### src/rtl/vmem_bank_mapper.sv
module vmem_bank_mapper #(
  parameter int CPU_AW  = 20,
  parameter int BANK_W  = 8,
  parameter int GRAN_SH = 12,
  parameter int MEM_AW  = 20,
  parameter logic [CPU_AW-1:0] WIN_BASE = 20'hA0000
) (
  input  logic [CPU_AW-1:0] cpu_addr,
  input  logic [BANK_W-1:0] bank_a,
  input  logic [BANK_W-1:0] bank_b,
  input  logic              bank_b_en,
  input  logic              win_128k,
  input  logic [1:0]        mem_size,
  output logic [MEM_AW-1:0] mem_addr,
  output logic              hit
);
  localparam int OFF_W = 17;
  localparam logic [CPU_AW-1:0] SEG  = CPU_AW'(1 << 16);
  localparam logic [CPU_AW-1:0] HALF = CPU_AW'(1 << 15);
  localparam logic [CPU_AW:0]   END64  = {1'b0, WIN_BASE} + {1'b0, SEG};
  localparam logic [CPU_AW:0]   END128 = {1'b0, WIN_BASE} + {1'b0, SEG} + {1'b0, SEG};

  logic [CPU_AW-1:0] rel;
  logic              in_win, use_b;
  logic [OFF_W-1:0]  offset;
  logic [BANK_W-1:0] bank;
  logic [MEM_AW:0]   sum;
  logic [1:0]        shamt;
  logic [MEM_AW-1:0] mask;

  assign rel    = cpu_addr - WIN_BASE;
  assign in_win = (cpu_addr >= WIN_BASE) &&
                  ({1'b0, cpu_addr} < (win_128k ? END128 : END64));
  assign use_b  = bank_b_en && (win_128k ? (rel < SEG) : (rel < HALF));
  assign bank   = use_b ? bank_b : bank_a;

  always_comb begin
    if (!bank_b_en || use_b) offset = rel[OFF_W-1:0];
    else if (win_128k)       offset = OFF_W'(rel - SEG);
    else                     offset = OFF_W'(rel - HALF);
  end

  assign sum   = (MEM_AW+1)'({bank, {GRAN_SH{1'b0}}}) + (MEM_AW+1)'(offset);
  assign shamt = (mem_size == 2'd0) ? 2'd2 : 2'd3 - mem_size;
  assign mask  = {MEM_AW{1'b1}} >> shamt;

  assign hit      = in_win;
  assign mem_addr = in_win ? (sum[MEM_AW-1:0] & mask) : '0;

  always_comb begin
    if (cpu_addr < WIN_BASE)
      assert_below_window_R6: assert (!hit && mem_addr == '0)
        else $error("R6 address below window produced hit or address");
    if (!hit)
      assert_miss_zero_R6: assert (mem_addr == '0)
        else $error("R6 miss with nonzero address");
    if (mem_size == 2'd1)
      assert_wrap_256k_R7: assert (mem_addr < MEM_AW'(1 << (MEM_AW - 2)))
        else $error("R7 address beyond 256 KB");
    if (mem_size == 2'd2)
      assert_wrap_512k_R7: assert (mem_addr < MEM_AW'(1 << (MEM_AW - 1)))
        else $error("R7 address beyond 512 KB");
    if (hit)
      assert_page_offset_R1: assert (mem_addr[GRAN_SH-1:0] == cpu_addr[GRAN_SH-1:0])
        else $error("R1 low offset bits not preserved");
  end
endmodule

### config.mk
export PLATFORM = sky130hd
export DESIGN_NAME = vmem_bank_mapper
export DESIGN_NICKNAME = d
export VERILOG_FILES = /design/src/rtl/vmem_bank_mapper.sv
export SDC_FILE = /design/constraint.sdc
export NUM_CORES = 1
export LEC_CHECK = 0
export ABC_AREA = 0
export BUFFER_PORTS_ARGS = -buffer_cell sky130_fd_sc_hd__buf_4
export CAP_MARGIN = 25
export CORE_MARGIN = 4
export CORE_UTILIZATION = 35
export DETAILED_ROUTE_END_ITERATION = 12
export MAX_ROUTING_LAYER = met4
export PLACE_DENSITY = 0.76
export SYNTH_ARGS = -nofsm -noshare
export SYNTH_HDL_FRONTEND = slang
export SYNTH_SLANG_ARGS = --single-unit
### constraint.sdc
create_clock -name vclk -period 5.05
set_input_delay 1.01 -clock vclk [all_inputs]
set_output_delay 1.01 -clock vclk [all_outputs]
set_load 0.02 [all_outputs]
## Word-level counts from Yosys, hierarchy flattened

Cells that the tools add are included.

- $add $sub $neg: 5
- Magnitude comparators: 4
- Shift operators: 1
- Mux-type cells: 7
- Bitwise operators: 1
- Reductions and logical operators: 5

Operator list:

| kind | count |
|---|---|
| two-way mux 17 bit | 2 |
| adder 20 x 17 -> 20 bit | 1 |
| AND 20 bit | 1 |
| greater-or-equal comparator 20 bit, second input constant | 1 |
| less-than comparator 20 x 16 -> 1 bit, second input constant | 1 |
| less-than comparator 20 x 17 -> 1 bit, second input constant | 1 |
| less-than comparator 20 bit | 1 |
| two-way mux 20 bit | 1 |
| >> shifter 20 x 2 -> 20 bit, first input constant | 1 |
| subtractor 20 bit, second input constant | 1 |
| two-way mux 19 bit | 1 |
| subtractor 17 x 16 -> 17 bit, second input constant | 1 |
| subtractor 17 bit, second input constant | 1 |
| two-way mux 8 bit | 1 |
| logical AND 1 bit | 2 |
| zero test 2 bit | 1 |
| two-way mux 2 bit | 1 |
| subtractor 2 bit, first input constant | 1 |
| zero test 1 bit | 1 |
| logical OR 1 bit | 1 |
| two-way mux 1 bit | 1 |

- Bits in registers: 0
- Input bits: 40

## Logic depth before layout (Yosys ltp)

- Depth after elaboration: 9
- Mapped depth: 14

## Worst setup path before layout

Ideal clock, no wire load.

- Path type: input -> output
- From: in cpu_addr[17]
- To: out mem_addr[18]
- Arrival: 3.477 ns
- Required time: 4.040 ns
- Path slack: 0.563 ns
- Stages on the path: 14
- Cells stage by stage: inv_1 -> ha_1 -> xnor2_1 -> a2111o_1 -> buf_6 -> mux2_2 -> ha_1 -> inv_1 -> fa_1 -> nand2b_1 -> a21oi_1 -> nor2_1 -> o21ai_0 -> and4b_1

- Cells in the longest elaborated chain, start to end: 9
- Elaborated cells on any way between the ends: 14
- Those cells by class: 2 x add/sub; 4 x order compare; 4 x mux; 1 x bitwise; 3 x reduce/logical

Ends and longest elaborated chain:

| what | RTL line | RTL |
|---|---|---|
| start: declaration | 8 | `input logic [CPU_AW-1:0] cpu_addr,` |
| subtractor 20 bit | 31 | `assign rel = cpu_addr - WIN_BASE;` |
| less-than comparator 20 x 16 -> 1 bit / less-than comparator 20 x 17 -> 1 bit (equally long branches) | 34 | `assign use_b = bank_b_en && (win_128k ? (rel < SEG) : (rel < HALF));` |
| two-way mux 1 bit | 34 |  |
| logical AND 1 bit | 34 |  |
| logical OR 1 bit | 38 | `if (!bank_b_en \|\| use_b) offset = rel[OFF_W-1:0];` |
| two-way mux 17 bit | 38 |  |
| adder 20 x 17 -> 20 bit | 43 | `assign sum = (MEM_AW+1)'({bank, {GRAN_SH{1'b0}}}) + (MEM_AW+1)'(offset);` |
| AND 20 bit | 48 | `assign mem_addr = in_win ? (sum[MEM_AW-1:0] & mask) : '0;` |
| two-way mux 20 bit (*) | 48 |  |
| end: declaration | 14 | `output logic [MEM_AW-1:0] mem_addr,` |

Every way passes the cells marked *; elsewhere a longest branch is shown, timed or not.

## Final worst setup path

Ends and elaborated chain as after synthesis.

==> impl_metrics.ini <==
[yosys]
synthXorXnorAreaFrac_pct = 2.75
synth_top_family_by_area = simple AND/OR/NAND/NOR gates
synth_cell_types = 32
synth_area_leaders = ha_1 (16%), and2_1 (15%), mux2_2 (8.8%)
syn_inst = 87
synth_nets = 136
synth_compound_area_share_pct = 18.3
yosysTopAreaCell = ha_1
muxShareOfSynthArea_pct = 16.5
synthSimpleGateAreaFrac_pct = 36.5
syn_area_um2 = 637
synth.yosys.seq_area_share_pct = 0
synth_common_cells = and2_1 (15), ha_1 (8), inv_1 (7), nor2_1 (6), o21ai_0 (6)
ys_warn_count = 0
postSynthAreaPerCell_um2 = 7.32
synth_top_area_share_pct = 15.7
synth_most_common_cell = and2_1
synth_adder_area_share_pct = 18.9

[setup_path]
cp_num_buf_inv = 4
path_cells = buf_4, inv_1, ha_1, xnor2_1, a2111o_1, mux2_2, ha_1, inv_1, fa_1, nand2b_1, a21oi_1, nor2_1, nor3_1, and4b_1, buf_4
crit_type = in -> out
crit_path_end_kind = primary output
crit_start = cpu_addr[17]
cp.required_ps = 4040
crit_fanout = 4
cp-start-kind = input pin
cp_top_family = adder cells
crit_slowest_cell = a2111o_1
critPathMaxStageDelay_ps = 430
worstPathArrival_ps = 3770

[global_routing]
grt_start_max_net_pins = 22
grt_overflow = 0
track_usage_pct = 16.6
grt_pass1_wl_um = 3350
antenna_found_initial = 0
grt_pass1_vias = 822

[cells_and_area]
ff_latch_area_um2 = 0
syn2layout_area_growth_pct = 75.0
clock_buffers = 0
fillers = 168
diodes = 0
stdcell_count = 171
seq_cells = 0
drive_above_1_share_pct = 48.6
nNetsFinal = 197

[drt]
drc_errors = 0
met3WireLength_um = 132
detailroute.via_count = 808
vias_per_cell = 4.73
wl_per_cell_um = 12.2
wl_met1_um = 822
route.antenna.remaining_nets = 0
dr.pass1.iters = 4
met2_length_um = 1130
drt_iter0_drc = 3
routed_wl_um = 2090
highest_layer = met3

[placement]
portBuffers = 61
pre_cts_ws_ps = 256
dpl.hpwl_um = 1870
gp_congestion = 0.783
dp_cells = 171

[sta]
timing.hold.ws_ps = 2330
worst_slack_ps = 266
rsz0062_at_grt = false
fmaxAchievable_mhz = 209
finalCriticalPeriod_ps = 4780
fin_tns_setup_ps = 0
report.final.slew_viol_count = 0
hold_viol_final = 0
max_slew_margin_pct = 78.0
setup_violations = 0
tightest_slew_ps = 330
finalCritPeriodShare_pct = 94.7

[power]
power_w = 0.000107
vdd_drop_max_v = 0.0000505
p_leak_nw = 0.610
p_per_area_nw_per_um2 = 95.6

[clocking]
ctsResizeCount = 0
holdBufCountCts = 0
post_cts_buffers = 0

[flow_run]
maxCapViolCount = 0

[min_path]
min_path_cells = 3
hold_path_class = in -> out
worstHoldStart = cpu_addr[5]
worstHoldEndpoint = mem_addr[5]

[floorplanning]
core_area_um2 = 1730
die_w_um = 50.7
dieArea_um2 = 2570
rows = 15
initial_core_util_pct = 36.9
ios = 61
dieHeight_um = 50.7

[run_status]
status = finished, final reports clean
==> logic make-up (layout without fill, tap and decap cells) <==
logic type / Yosys count / after routing
AND/OR/NAND/NOR: 39 / 39
adder cells (fa/ha/maj): 9 / 9
buffers and inverters: 10 / 69
multiplexers: 9 / 9
AO/OA/AOI/OAI: 18 / 18
XOR/XNOR: 2 / 2
==> how the worst max path moves through the flow <==
stage | end | cells past startpoint
3_3_place_gp | mem_addr[18] | 15
4_1_cts | mem_addr[18] | 15
3_5_place_dp | mem_addr[18] | 15
2_1_floorplan | mem_addr[18] | 14
6_report | mem_addr[18] | 15
5_1_grt | mem_addr[18] | 15
==> power by group <==
| part | switching (W) | internal (W) | leakage (nW) |
|---|---|---|---|
| combinational | 0.0000500 | 0.0000566 | 0.610 |
| sequential | 0 | 0 | 0 |
| clock | 0 | 0 | 0 |
==> layout by cell type, fill, tap and decap left out, types with 3 or more instances in the layout <==
cell      netlist  routed
ha_1            8       8
a21oi_1         3       3
o21ai_0         6       6
nor2_1          6       6
mux2_2          5       5
buf_4           0      62
inv_1           7       7
nand2b_1        3       3
a21o_1          3       3
nand2_1         3       3
nor3_1          3       3
and2_1         15      15
==> layout make-up <==
type                            count  area [um^2]  share of cell area [%]
Multi-Input combinational cell     77          592                    53.1
Timing Repair Buffer               62          465                    41.8
Tap cell                           25         31.3                    2.81
Inverter                            7         26.3                    2.36
==> through the flow <==
stage                     cell area [um^2]  util [%]
final                                 1110      64.6
after floorplan                        637         -
after global routing                  1110      64.6
after global placement                1110      64.6
after CTS                             1110      64.6
after detailed placement              1110      64.6
==> per-layer routing <==
layer | vias up | GRT usage (%)
met5 | - | -
met4 | 0 | 0
met3 | 0 | 0.890
met2 | 34 | 34.3
met1 | 353 | 18.0
li1 | 421 | -
(Power assumes the default switching activity.)
